==> config.mk <==
export PLATFORM = sky130hd
export DESIGN_NAME = cfg_serial_loader
export DESIGN_NICKNAME = d
export VERILOG_FILES = /design/src/rtl/cfg_loader_pkg.sv /design/src/rtl/cfg_sync.sv /design/src/rtl/cfg_tick_timer.sv /design/src/rtl/cfg_bit_shifter.sv /design/src/rtl/cfg_serial_loader.sv
export SDC_FILE = /design/constraint.sdc
export NUM_CORES = 1
export LEC_CHECK = 0
export BUFFER_PORTS_ARGS = -buffer_cell sky130_fd_sc_hd__buf_2
export CORE_MARGIN = 2
export CORE_UTILIZATION = 43
export CTS_BUF_LIST = sky130_fd_sc_hd__clkbuf_4 sky130_fd_sc_hd__clkbuf_8
export CTS_CLUSTER_SIZE = 24
export DETAILED_ROUTE_END_ITERATION = 7
export HOLD_SLACK_MARGIN = 0.05
export PLACE_DENSITY = 0.62
export RECOVER_POWER = 25
export SLEW_MARGIN = 10
export SYNTH_ARGS = -nofsm -noshare
export SYNTH_HDL_FRONTEND = slang
export SYNTH_SLANG_ARGS = --single-unit
==> constraint.sdc <==
create_clock -name clk -period 3 [get_ports clk]
set_input_delay 0.15 -clock clk [delete_from_list [all_inputs] [get_ports clk]]
set_output_delay 0.15 -clock clk [all_outputs]
set_load 0.05 [all_outputs]
==> src/rtl/cfg_loader_pkg.sv <==
package cfg_loader_pkg;

   typedef enum logic [2:0] {
      ST_IDLE,
      ST_PROG,
      ST_INIT_HI,
      ST_SHIFT,
      ST_DONE_W,
      ST_FIN
   } ld_state_e;

   typedef enum logic [1:0] {
      RES_OK           = 2'd0,
      RES_NO_INIT_LOW  = 2'd1,
      RES_NO_INIT_HIGH = 2'd2,
      RES_NO_DONE      = 2'd3
   } ld_result_e;

endpackage

==> src/rtl/cfg_sync.sv <==
module cfg_sync #(
   parameter int STAGES  = 2,
   parameter bit RST_VAL = 1'b0
) (
   input  logic clk,
   input  logic rst_n,
   input  logic d,
   output logic q
);

   if (STAGES < 2) begin : g_bad_stages
      $error("cfg_sync: STAGES must be at least 2");
   end

   logic [STAGES-1:0] ff;

   always_ff @(posedge clk or negedge rst_n) begin
      if (!rst_n) ff <= {STAGES{RST_VAL}};
      else        ff <= {ff[STAGES-2:0], d};
   end

   assign q = ff[STAGES-1];

endmodule

==> src/rtl/cfg_tick_timer.sv <==
module cfg_tick_timer #(
   parameter int LIMIT = 4
) (
   input  logic clk,
   input  logic rst_n,
   input  logic clear,
   input  logic tick,
   output logic expired
);

   localparam int            CW  = $clog2(LIMIT + 1);
   localparam logic [CW-1:0] LIM = CW'(LIMIT);

   logic [CW-1:0] cnt;

   always_ff @(posedge clk or negedge rst_n) begin
      if (!rst_n)                  cnt <= '0;
      else if (clear)              cnt <= '0;
      else if (tick && cnt != LIM) cnt <= cnt + 1'b1;
   end

   assign expired = (cnt == LIM);

endmodule

==> src/rtl/cfg_bit_shifter.sv <==
module cfg_bit_shifter #(
   parameter int DW   = 8,
   parameter int HALF = 2
) (
   input  logic          clk,
   input  logic          rst_n,
   input  logic          park,
   input  logic          load,
   input  logic [DW-1:0] din,
   output logic          empty,
   output logic          byte_done,
   output logic          cclk,
   output logic          dout
);

   localparam int            HW    = (HALF > 1) ? $clog2(HALF) : 1;
   localparam logic [HW-1:0] HLAST = HW'(HALF - 1);
   localparam int            BW    = $clog2(DW + 1);
   localparam logic [BW-1:0] BFULL = BW'(DW);
   localparam logic [BW-1:0] BONE  = BW'(1);

   logic [DW-1:0] sh;
   logic [BW-1:0] bits;
   logic [HW-1:0] hcnt;
   logic          phase_hi;
   logic          active;
   logic          cclk_q;
   logic          dout_q;
   logic          half_end;

   assign half_end  = (hcnt == HLAST);
   assign byte_done = active && phase_hi && half_end && (bits == BONE);
   assign empty     = !active;
   assign cclk      = cclk_q;
   assign dout      = dout_q;

   always_ff @(posedge clk or negedge rst_n) begin
      if (!rst_n) begin
         sh       <= '0;
         bits     <= '0;
         hcnt     <= '0;
         phase_hi <= 1'b0;
         active   <= 1'b0;
         cclk_q   <= 1'b1;
         dout_q   <= 1'b1;
      end else if (park) begin
         active   <= 1'b0;
         phase_hi <= 1'b0;
         hcnt     <= '0;
         cclk_q   <= 1'b1;
         dout_q   <= 1'b1;
      end else if (load && !active) begin
         sh       <= din;
         bits     <= BFULL;
         hcnt     <= '0;
         phase_hi <= 1'b0;
         active   <= 1'b1;
         cclk_q   <= 1'b0;
         dout_q   <= din[DW-1];
      end else if (active) begin
         if (!half_end) begin
            hcnt <= hcnt + 1'b1;
         end else begin
            hcnt <= '0;
            if (!phase_hi) begin
               phase_hi <= 1'b1;
               cclk_q   <= 1'b1;
            end else begin
               phase_hi <= 1'b0;
               sh       <= {sh[DW-2:0], 1'b0};
               bits     <= bits - 1'b1;
               if (bits == BONE) begin
                  active <= 1'b0;
               end else begin
                  cclk_q <= 1'b0;
                  dout_q <= sh[DW-2];
               end
            end
         end
      end
   end

endmodule

==> src/rtl/cfg_serial_loader.sv <==
module cfg_serial_loader
   import cfg_loader_pkg::*;
#(
   parameter int DATA_W      = 8,
   parameter int CLK_HALF    = 2,
   parameter int POLL_LIMIT  = 4,
   parameter int SYNC_STAGES = 2
) (
   input  logic              clk,
   input  logic              rst_n,
   input  logic              start_i,
   input  logic              tick_ms_i,
   input  logic              s_valid_i,
   input  logic [DATA_W-1:0] s_data_i,
   input  logic              s_last_i,
   output logic              s_ready_o,
   output logic              prog_n_o,
   output logic              cclk_o,
   output logic              dout_o,
   input  logic              init_i,
   input  logic              done_i,
   output logic              busy_o,
   output logic              finish_o,
   output logic [1:0]        status_o
);

   if (DATA_W < 2) begin : g_bad_width
      $error("cfg_serial_loader: DATA_W must be at least 2");
   end
   if (CLK_HALF < 1) begin : g_bad_half
      $error("cfg_serial_loader: CLK_HALF must be at least 1");
   end
   if (POLL_LIMIT < 1) begin : g_bad_limit
      $error("cfg_serial_loader: POLL_LIMIT must be at least 1");
   end

   ld_state_e  state_q, state_d;
   ld_result_e status_q, code_d;
   logic       prog_n_q;
   logic       last_q;
   logic       init_s, done_s;
   logic       expired;
   logic       sh_empty, sh_byte_done;
   logic       load;

   cfg_sync #(.STAGES(SYNC_STAGES), .RST_VAL(1'b1)) u_sync_init (
      .clk(clk), .rst_n(rst_n), .d(init_i), .q(init_s)
   );

   cfg_sync #(.STAGES(SYNC_STAGES), .RST_VAL(1'b0)) u_sync_done (
      .clk(clk), .rst_n(rst_n), .d(done_i), .q(done_s)
   );

   cfg_tick_timer #(.LIMIT(POLL_LIMIT)) u_timer (
      .clk(clk), .rst_n(rst_n),
      .clear(state_d != state_q),
      .tick(tick_ms_i),
      .expired(expired)
   );

   assign s_ready_o = (state_q == ST_SHIFT) && sh_empty && !last_q;
   assign load      = s_valid_i && s_ready_o;

   cfg_bit_shifter #(.DW(DATA_W), .HALF(CLK_HALF)) u_shift (
      .clk(clk), .rst_n(rst_n),
      .park(state_d == ST_IDLE),
      .load(load),
      .din(s_data_i),
      .empty(sh_empty),
      .byte_done(sh_byte_done),
      .cclk(cclk_o),
      .dout(dout_o)
   );

   always_comb begin
      state_d = state_q;
      code_d  = status_q;
      case (state_q)
         ST_IDLE:    if (start_i) state_d = ST_PROG;
         ST_PROG: begin
            if (!init_s) state_d = ST_INIT_HI;
            else if (expired) begin
               state_d = ST_FIN;
               code_d  = RES_NO_INIT_LOW;
            end
         end
         ST_INIT_HI: begin
            if (init_s) state_d = ST_SHIFT;
            else if (expired) begin
               state_d = ST_FIN;
               code_d  = RES_NO_INIT_HIGH;
            end
         end
         ST_SHIFT:   if (sh_byte_done && last_q) state_d = ST_DONE_W;
         ST_DONE_W: begin
            if (done_s) begin
               state_d = ST_FIN;
               code_d  = RES_OK;
            end else if (expired) begin
               state_d = ST_FIN;
               code_d  = RES_NO_DONE;
            end
         end
         ST_FIN:     state_d = ST_IDLE;
         default:    state_d = ST_IDLE;
      endcase
   end

   always_ff @(posedge clk or negedge rst_n) begin
      if (!rst_n) begin
         state_q  <= ST_IDLE;
         status_q <= RES_OK;
         prog_n_q <= 1'b1;
         last_q   <= 1'b0;
      end else begin
         state_q  <= state_d;
         prog_n_q <= (state_d != ST_PROG);
         if (state_d == ST_FIN && state_q != ST_FIN) status_q <= code_d;
         if (state_q == ST_IDLE)       last_q <= 1'b0;
         else if (load && s_last_i)    last_q <= 1'b1;
      end
   end

   assign prog_n_o = prog_n_q;
   assign busy_o   = (state_q != ST_IDLE);
   assign finish_o = (state_q == ST_FIN);
   assign status_o = status_q;

endmodule

==> results of run 1 <==
worst max path at each step:
stage                         start             to
global placement    u_shift.bits[1]  u_shift.sh[6]
global route        u_shift.bits[1]  u_shift.sh[3]
detailed placement  u_shift.bits[1]  u_shift.sh[2]
CTS                 u_shift.bits[1]  u_shift.sh[2]
floorplan           u_shift.bits[1]  u_shift.sh[1]
finish              u_shift.bits[1]  u_shift.sh[6]
cell families after synthesis:
logic type | Yosys count | share of synthesized area
AO/OA/AOI/OAI | 38 | 0.179
XOR/XNOR | 4 | 0.0212
adder cells (fa/ha/maj) | 4 | 0.0303
buffers and inverters | 24 | 0.0606
flip-flops | 30 | 0.458
multiplexers | 9 | 0.0560
AND/OR/NAND/NOR | 55 | 0.195
worst max-delay path, cell delays in order, from the launching register on:
cell and delay (ns):
dfrtp_1 0.41, inv_1 0.09, ha_1 0.14, or3b_4 0.41, nor3_4 0.22, o221a_4 0.26, inv_4 0.06, o22ai_4 0.28
a221oi_1 0.14
metal layers:
layer  up-vias  wire [um]  track usage
met5         -          0            0
met1       636       1650        0.232
met3         4        157       0.0494
met4         0         37       0.0791
met2        37       1540        0.275
li1        635          -            -
timing repair:
action	4_1_cts	5_1_grt
gates resized for setup	0	0
endpoints found under the hold margin	27	0
setup buffers	0	0
hold buffers	3	0
cells in the final DEF, fill, tap and decap left out, types with 2 or more instances in the layout:
cell and n:
a21oi_1 7, a221oi_1 6, a22o_1 2, and3_1 3
buf_2 22, clkbuf_8 6, dfrtp_1 25, dfstp_2 5
dlygate4sd3_1 3, ha_1 4, inv_1 15, mux2i_1 7
nand2_1 12, nand2b_1 3, nand3_1 2, nand3b_1 3
nor2_1 17, nor3_1 2, o21a_1 3, o21ai_0 6
o32a_1 2, or4_1 2, xnor2_1 3
power by group through the flow:
| stage | Clock (mW) | Combinational [mW] | Sequential, mW |
|---|---|---|---|
| after detailed placement | 0 | 0.917 | 0.761 |
| final | 0.343 | 0.921 | 0.757 |
| after global routing | 0.372 | 1.02 | 0.779 |
| after floorplan | 0 | 0.724 | 0.768 |
| after global placement | 0 | 0.896 | 0.750 |
| after CTS | 0.352 | 0.925 | 0.753 |
stage by stage:
step | power (mW) | cells | setup slack, ns | hold WS (ns) | utilization
6_report | 2.02 | 239 | 0.843 | 0.0936 | 0.521
5_1_grt | 2.18 | 239 | 0.748 | 0.0977 | 0.521
4_1_cts | 2.03 | 239 | 0.833 | 0.0884 | 0.521
3_5_place_dp | 1.68 | 228 | 0.848 | 0.229 | 0.487
3_3_place_gp | 1.65 | 228 | 0.930 | 0.219 | 0.487
2_1_floorplan | 1.49 | 164 | 1.05 | -0.146 | -
synth_stat cells (all sizes together), types with 2 or more instances:
master / n
dfrtp: 25
inv: 16
nor3: 3
a221oi: 6
xnor2: 3
mux2i: 7
o22ai: 2
nor2: 17
or4: 2
o21a: 3
nor4: 2
nand2: 12
nand3: 2
a22o: 2
nand2b: 4
dfstp: 5
o32a: 2
a21oi: 8
nand3b: 3
ha: 4
and3: 3
mux2: 2
buf: 7
o21ai: 7
cell type report:
type	count	area, sq um	share of cell area
Clock buffer	6	82.6	0.0430
Clock inverter	2	12.5	0.00651
Inverter	16	62.6	0.0326
Multi-Input combinational cell	110	796	0.414
Sequential cell	30	757	0.394
Tap cell	48	60.1	0.0313
Timing Repair Buffer	27	151	0.0788
sequential cells by signal, indices dropped and copies added (netlist names), 2 cells and up:
| signal | flops |
|---|---|
| u_sync_init.ff | 2 |
| u_timer.cnt | 3 |
| u_sync_done.ff | 2 |
| state_q | 3 |
| status_o | 2 |
| u_shift.sh | 7 |
| u_shift.bits | 4 |
==> results.py, run 1 <==
metrics = {
    "run_status": {
        "status": "finished, violations left",
        "violations": "capacitance limit, slew limit",
    },
    "synthesis": {
        "yosysSeqAreaShare": 0.458,
        "yosys_warnings": 0,
        "yosysTopAreaCellShare": 0.379,
        "synth_area_leader_cell": "dfrtp_1",
        "synth_edf_count": 0,
        "synth_nets": 184,
        "syn_inst": 164,
        "synthFlopType": "dfrtp_1",
        "async_flop_share": 1.00,
        "ys_ff_latch": 30,
        "synth_area_leaders": "dfrtp_1 (38%), dfstp_2 (7.9%), mux2i_1 (4.2%), nor2_1 (3.9%), inv_1 (3.4%)",
        "syn-mean-instance-area_sq_um": 10.1,
        "netlist_area_sq_um": 1650,
        "synth.distinct_cells": 50,
    },
    "setup_path": {
        "timing.rr.start": "u_shift.bits[1]",
        "cp_max_fo": 9,
        "ff2ff_path_depth": 8,
        "r2r_end": "u_shift.sh[6]",
        "arrival_ns": 2.30,
        "worstPathRequired_ns": 3.14,
        "worst-r2r-setup-slack_ns": 0.84,
        "critPathLaunchType": "flip-flop",
        "end_kind": "flip-flop",
        "critPathKind": "flip-flop to flip-flop",
    },
    "route": {
        "viasPerCell": 5.49,
        "wl_per_cell_um": 14.2,
        "wl_um": 3390,
        "vias": 1312,
        "route.detailed.drc": 0,
        "drt_iter0_drc": 77,
        "firstDrtPassIters": 4,
        "antenna_left": 0,
    },
    "clock_tree": {
        "cts_tree": "done",
        "clock_latency_ns": 0.28,
        "numCtsBuffers": 5,
        "numClockSinks": 30,
        "htreeDepth": 2,
        "clockRootBuffer": "clkbuf_8",
        "clkTransAtPathRegs_ns": 0.07,
        "cts_buffer_depth": 2,
    },
    "pwr": {
        "power_density_nw_per_um2": 1050,
        "p_clk_frac": 0.170,
        "power_frac_comb": 0.456,
        "leakagePower_nw": 0.899,
        "peakVddDrop_uv": 412,
        "switchingPower_uw": 885,
        "switching_share": 0.438,
        "intPower_mw": 1.14,
        "power_frac_seq": 0.374,
    },
    "placement": {
        "post_dp_cell_area_sq_um": 1800,
        "gp_congestion": 0.812,
        "port_buffers": 23,
        "hpwlAfterDp_um": 2430,
    },
    "timing": {
        "setup_viol": 0,
        "period_share": 0.719,
        "rsz0062_at_grt": "no",
        "finalHoldViolations": 0,
        "period_needed_ns": 2.16,
        "finalSetupTns_ns": 0,
        "fin_skew_ns": 0.00330,
        "max_slew_margin": -0.0450,
        "max_freq_mhz": 464,
        "final-max-slew-violation-count": 31,
        "worst_slew_pin_slew_ns": 1.57,
    },
    "run": {
        "drv_cap": 1,
    },
    "global_route": {
        "antenna_found_initial": 0,
        "gr-total-overflow": 0,
        "grt_pass1_vias": 1263,
        "grt_max_degree": 31,
        "grt_usage": 0.178,
        "grt_pass1_wl_um": 5810,
    },
    "die": {
        "io-pin-count": 24,
        "coreArea_sq_um": 3690,
        "die_area_sq_um": 4360,
        "initial_utilization": 0.448,
        "die_w_um": 66,
        "die_y_um": 66,
        "std_cell_rows": 22,
    },
    "layout": {
        "layout.nets": 210,
        "drive_above_1_share": 0.236,
        "fillers": 347,
        "final_cell_area_sq_um": 1920,
        "insertedDiodeCount": 0,
        "syn2layout_area_growth_pct": 16.3,
    },
    "worst_hold_path": {
        "holdPathStages": 3,
        "min_to": "u_shift.dout",
        "hold_class": "input pin to flip-flop",
        "hp-start": "s_data_i[7]",
    },
}
Note: power is estimated with default switching activity, not from simulation.
==> run 2, diff against run 1 <==
==> constraint.sdc (replaced) <==
create_clock -name clk -period 2.25 [get_ports clk]
set_input_delay 0.1125 -clock clk [delete_from_list [all_inputs] [get_ports clk]]
set_output_delay 0.1125 -clock clk [all_outputs]
set_load 0.05 [all_outputs]
==> run 2 against run 1 <==
Compared with the run above: the run still ends with capacitance limit, slew limit left; clock power is 26% higher; maximum frequency is 0.58% higher; power is 35% higher; wire length is 1.6% higher; cell area is 0.78% higher; clock skew is 0.0037 ns higher; critical endpoint is now u_shift.bits[3]; largest cell class unchanged.
==> results.py, run 2 (synthesis gave the netlist of run 1 again) <==
metrics = {
    "layout": {
        "final_common_cell": "dfrtp_1",
        "final_cell_area_sq_um": 1940,
        "drive_above_1_share": 0.244,
        "layout.nets": 212,
        "syn2layout_area_growth_pct": 17.2,
        "top_regs": "u_shift.sh x7, u_shift.bits x4",
        "insertedDiodeCount": 0,
        "layout_common_cells": "dfrtp_1 (25), buf_2 (22), nor2_1 (17), inv_1 (15), nand2_1 (12)",
        "largest_reg_flops": 7,
        "regMostFlops": "u_shift.sh",
    },
    "die": {
        "std_cell_rows": 22,
        "die_y_um": 66,
        "io-pin-count": 24,
        "die_area_sq_um": 4360,
        "die_w_um": 66,
        "coreArea_sq_um": 3690,
        "initial_utilization": 0.448,
    },
    "setup_path": {
        "critPathSlowestCell": "or3b_4",
        "worstSetupStartpoint": "u_shift.bits[1]",
        "cp_slowest_stage_delay_ns": 0.41,
        "end_kind": "flip-flop",
        "worstPathRequired_ns": 2.45,
        "arrival_ns": 2.35,
        "critPathLaunchType": "flip-flop",
        "timing.rr.start": "u_shift.bits[1]",
        "cp_max_fo": 6,
        "critPathKind": "flip-flop to flip-flop",
        "path_cells": "inv_1 > ha_1 > or3b_4 > nor3_4 > o221a_4 > inv_4 > o21ai_0 > mux2i_1",
    },
    "pwr": {
        "power_density_nw_per_um2": 1410,
        "power_mw": 2.73,
        "peakVddDrop_uv": 605,
        "leakagePower_nw": 0.904,
    },
    "global_route": {
        "gr-total-overflow": 0,
        "grt_pass1_vias": 1280,
        "grt_max_degree": 31,
        "grt_usage": 0.178,
        "grt_pass1_wl_um": 5920,
        "antenna_found_initial": 0,
    },
    "timing": {
        "period_needed_ns": 2.14,
        "final-max-slew-violation-count": 31,
        "period_share": 0.953,
        "setup_viol": 0,
        "max_freq_mhz": 466,
        "rsz0062_at_grt": "no",
        "worst_slew_pin_slew_ns": 1.57,
        "finalSetupTns_ns": 0,
        "max_slew_margin": -0.0441,
        "fin_skew_ns": 0.00700,
        "finalHoldViolations": 0,
    },
    "clock_tree": {
        "numClockSinks": 30,
        "clockRootBuffer": "clkbuf_8",
        "cts_tree": "done",
        "clock_latency_ns": 0.28,
        "htreeDepth": 2,
        "cts_buffer_depth": 2,
        "clkTransAtPathRegs_ns": 0.07,
        "numCtsBuffers": 5,
    },
    "route": {
        "wl_per_cell_um": 14.3,
        "antenna_left": 0,
        "drt_iter0_drc": 93,
        "firstDrtPassIters": 4,
        "vias": 1330,
        "wl_um": 3440,
        "route.detailed.drc": 0,
        "viasPerCell": 5.52,
    },
    "placement": {
        "hpwlAfterDp_um": 2470,
        "gp_congestion": 0.835,
        "port_buffers": 23,
        "post_dp_cell_area_sq_um": 1810,
    },
    "run": {
        "drv_cap": 1,
    },
    "worst_hold_path": {
        "hp-start": "s_data_i[7]",
        "hold_class": "input pin to flip-flop",
    },
    "run_status": {
        "status": "finished, violations left",
        "violations": "capacitance limit, slew limit",
    },
}
==> run 2: worst max-delay path: cells and delay by family (launching register included) <==
kind                       cells  cell delay [ns]
adders and majority gates      1             0.13
buffers and inverters          2             0.15
AOI/OAI and AO/OA              2             0.50
DFF                            1             0.40
muxes                          1             0.22
and+or+nand+nor                2             0.64
==> run 2: where the power goes <==
group          internal, mW  switching, mW  leakage (nW)
clock                 0.217          0.216        0.0441
combinational         0.522          0.767         0.516
sequential            0.769          0.235         0.343
==> run 2: per-layer routing <==
metal / track usage / wire [um]
met5: 0 / 0
met1: 0.246 / 1650
met3: 0.0511 / 190
met2: 0.266 / 1560
met4: 0.0638 / 43
==> run 2: final cells by class <==
class                   count  area (sq um)
repair buffers             28           159
multi-input cells         111           808
well taps                  48          60.1
flip-flops and latches     30           757
clock inverters             3          21.3
fillers                   350          1750
inverters                  16          62.6
clock buffers               5          68.8
==> run 2: stage by stage <==
step	hold WS, ns	utilization	cells	worst slack [ns]
finish	0.0573	0.525	241	0.105
global route	0.0557	0.525	241	0.00213
CTS	0.0547	0.522	240	0.0923
detailed placement	0.189	0.489	229	0.103
global placement	0.184	0.489	229	0.178
floorplan	-0.183	-	164	0.296
==> run 2: repair_timing <==
action | CTS | global route
buffers inserted | 0 | 0
hold buffers | 3 | 0
hold endpoints to repair | 27 | 0
gates resized for setup | 0 | 1
endpoints found under the setup margin | 0 | 6
==> run 2: worst paths after layout <==
check                                     to  slack [ns]  cells after the start
min                             u_shift.dout        0.06                      3
max reg2reg                  u_shift.bits[3]        0.11                      8
max                          u_shift.bits[3]        0.11                      8
max in group asynchronous      u_shift.sh[5]        0.59                      2
min reg2reg                u_sync_done.ff[1]        0.35                      0
min in group asynchronous         state_q[1]        0.74                      2
==> run 3, diff against run 2 <==
--- a/config.mk
+++ b/config.mk
@@ -13,7 +13,7 @@
 export DETAILED_ROUTE_END_ITERATION = 7
 export HOLD_SLACK_MARGIN = 0.05
 export PLACE_DENSITY = 0.62
-export RECOVER_POWER = 25
+export RECOVER_POWER = 100
 export SLEW_MARGIN = 10
 export SYNTH_ARGS = -nofsm -noshare
 export SYNTH_HDL_FRONTEND = slang
==> run 3 against run 2 <==
Compared with the run above: the flow still finishes with violations (capacitance limit, slew limit); flip-flop and latch count did not move; clock skew fell by 0.0013 ns; cell area fell by 0.71%; cell count did not move; critical endpoint unchanged; die area did not move; core utilization fell by 0.37 points; first-iteration DRC count fell by 22%; combinational power barely moved; power fell by 0.69%; clock power barely moved.
==> results.py, run 3 (synthesis gave the netlist of run 1 again) <==
metrics = {
    "run_status": {
        "status": "finished, violations left",
        "violations": "capacitance limit, slew limit",
    },
    "placement": {
        "gp_congestion": 0.835,
        "hpwlAfterDp_um": 2470,
        "port_buffers": 23,
    },
    "worst_hold_path": {
        "hold_class": "input pin to flip-flop",
    },
    "timing": {
        "max_freq_mhz": 470,
        "final-max-slew-violation-count": 31,
        "fin_skew_ns": 0.00565,
        "max_slew_margin": -0.0436,
        "finalHoldViolations": 0,
        "period_needed_ns": 2.13,
        "setup_viol": 0,
        "worst_slew_pin_slew_ns": 1.57,
        "period_share": 0.945,
        "rsz0062_at_grt": "no",
        "finalSetupTns_ns": 0,
    },
    "layout": {
        "largest_reg_flops": 7,
        "layout.nets": 212,
        "final_common_cell": "dfrtp_1",
        "syn2layout_area_growth_pct": 16.4,
        "regMostFlops": "u_shift.sh",
        "layout_common_cells": "dfrtp_1 (25), nor2_1 (17), inv_1 (15), buf_2 (14), nand2_1 (12)",
        "insertedDiodeCount": 0,
        "top_regs": "u_shift.sh x7, u_shift.bits x4",
        "final_util": 0.521,
        "drive_above_1_share": 0.197,
    },
    "pwr": {
        "power_mw": 2.71,
        "peakVddDrop_uv": 598,
        "power_density_nw_per_um2": 1410,
        "leakagePower_nw": 0.877,
    },
    "clock_tree": {
        "cts_buffer_depth": 2,
        "numCtsBuffers": 5,
        "clock_latency_ns": 0.28,
        "post_cts_buffers": 0,
        "clkTransAtPathRegs_ns": 0.07,
        "cts_tree": "done",
        "clockRootBuffer": "clkbuf_8",
        "numClockSinks": 30,
        "htreeDepth": 2,
    },
    "die": {
        "std_cell_rows": 22,
        "die_w_um": 66,
        "io-pin-count": 24,
        "initial_utilization": 0.448,
        "die_area_sq_um": 4360,
        "die_y_um": 66,
        "coreArea_sq_um": 3690,
    },
    "setup_path": {
        "cp_slowest_stage_delay_ns": 0.42,
        "cp-endpoint": "u_shift.bits[3]",
        "cp_max_fo": 6,
        "timing.rr.start": "u_shift.bits[1]",
        "arrival_ns": 2.33,
        "path_cells": "inv_1 > ha_1 > or3b_4 > nor3_4 > o221a_4 > inv_4 > o21ai_0 > mux2i_1",
        "critPathSlowestCell": "or3b_4",
        "end_kind": "flip-flop",
        "worstSetupStartpoint": "u_shift.bits[1]",
        "critPathKind": "flip-flop to flip-flop",
        "worstPathRequired_ns": 2.45,
        "critPathLaunchType": "flip-flop",
        "ff2ff_path_depth": 8,
        "r2r_end": "u_shift.bits[3]",
        "worst-r2r-setup-slack_ns": 0.12,
    },
    "global_route": {
        "grt_usage": 0.178,
        "grt_pass1_wl_um": 5920,
        "grt_max_degree": 31,
        "antenna_found_initial": 0,
        "gr-total-overflow": 0,
        "grt_pass1_vias": 1280,
    },
    "route": {
        "vias": 1333,
        "wl_um": 3430,
        "firstDrtPassIters": 4,
        "drt_iter0_drc": 73,
        "wl_per_cell_um": 14.2,
        "route.detailed.drc": 0,
        "viasPerCell": 5.53,
        "antenna_left": 0,
    },
    "run": {
        "drv_cap": 1,
    },
}
-- run 3: final cells by class --
class	count	area [sq um]
well taps	48	60.1
fillers	353	1770
multi-input cells	111	808
inverters	16	62.6
repair buffers	28	145
flip-flops and latches	30	757
clock buffers	5	68.8
clock inverters	3	21.3
-- run 3: per-stage QoR --
step | area (sq um) | hold slack [ns] | setup slack, ns | instances
global placement | 1810 | 0.184 | 0.178 | 229
CTS | 1930 | 0.0547 | 0.0923 | 240
finish | 1920 | 0.0584 | 0.123 | 241
global route | 1920 | 0.0557 | 0.00214 | 241
floorplan | 1650 | -0.183 | 0.296 | 164
detailed placement | 1810 | 0.189 | 0.103 | 229
-- run 3: power by group --
part / leakage (nW) / internal (mW) / switching, mW
Combinational: 0.490 / 0.504 / 0.766
Sequential: 0.343 / 0.769 / 0.237
Clock: 0.0441 / 0.217 / 0.213
-- run 3: critical path, delay by kind of cell, from the launching register on --
family	cells	cell delay, ns
buffers and inverters	2	0.15
muxes	1	0.22
AOI/OAI and AO/OA	2	0.50
and+or+nand+nor	2	0.64
DFF	1	0.40
adders and majority gates	1	0.13
-- run 3: what timing repair did --
action | 4_1_cts | 5_1_grt
setup endpoints to repair | 0 | 6
hold buffers | 3 | 0
endpoints found under the hold margin | 27 | 0
gates resized for setup | 0 | 1
-- run 3: worst min path at each step --
stage	end	cells after the start	slack, ns	from
6_report	u_shift.dout	3	0.06	s_data_i[7]
5_1_grt	last_q	3	0.06	s_last_i
4_1_cts	u_shift.dout	3	0.05	s_data_i[7]
3_5_place_dp	state_q[1]	1	0.19	rst_n
3_3_place_gp	state_q[2]	1	0.18	rst_n
2_1_floorplan	last_q	0	-0.18	rst_n
-- run 3: metal layers --
layer	wire (um)	global-route usage	up-vias
li1	-	-	640
met1	1660	0.246	652
met2	1560	0.266	34
met3	172	0.0511	7
met4	39	0.0638	0
met5	0	0	-
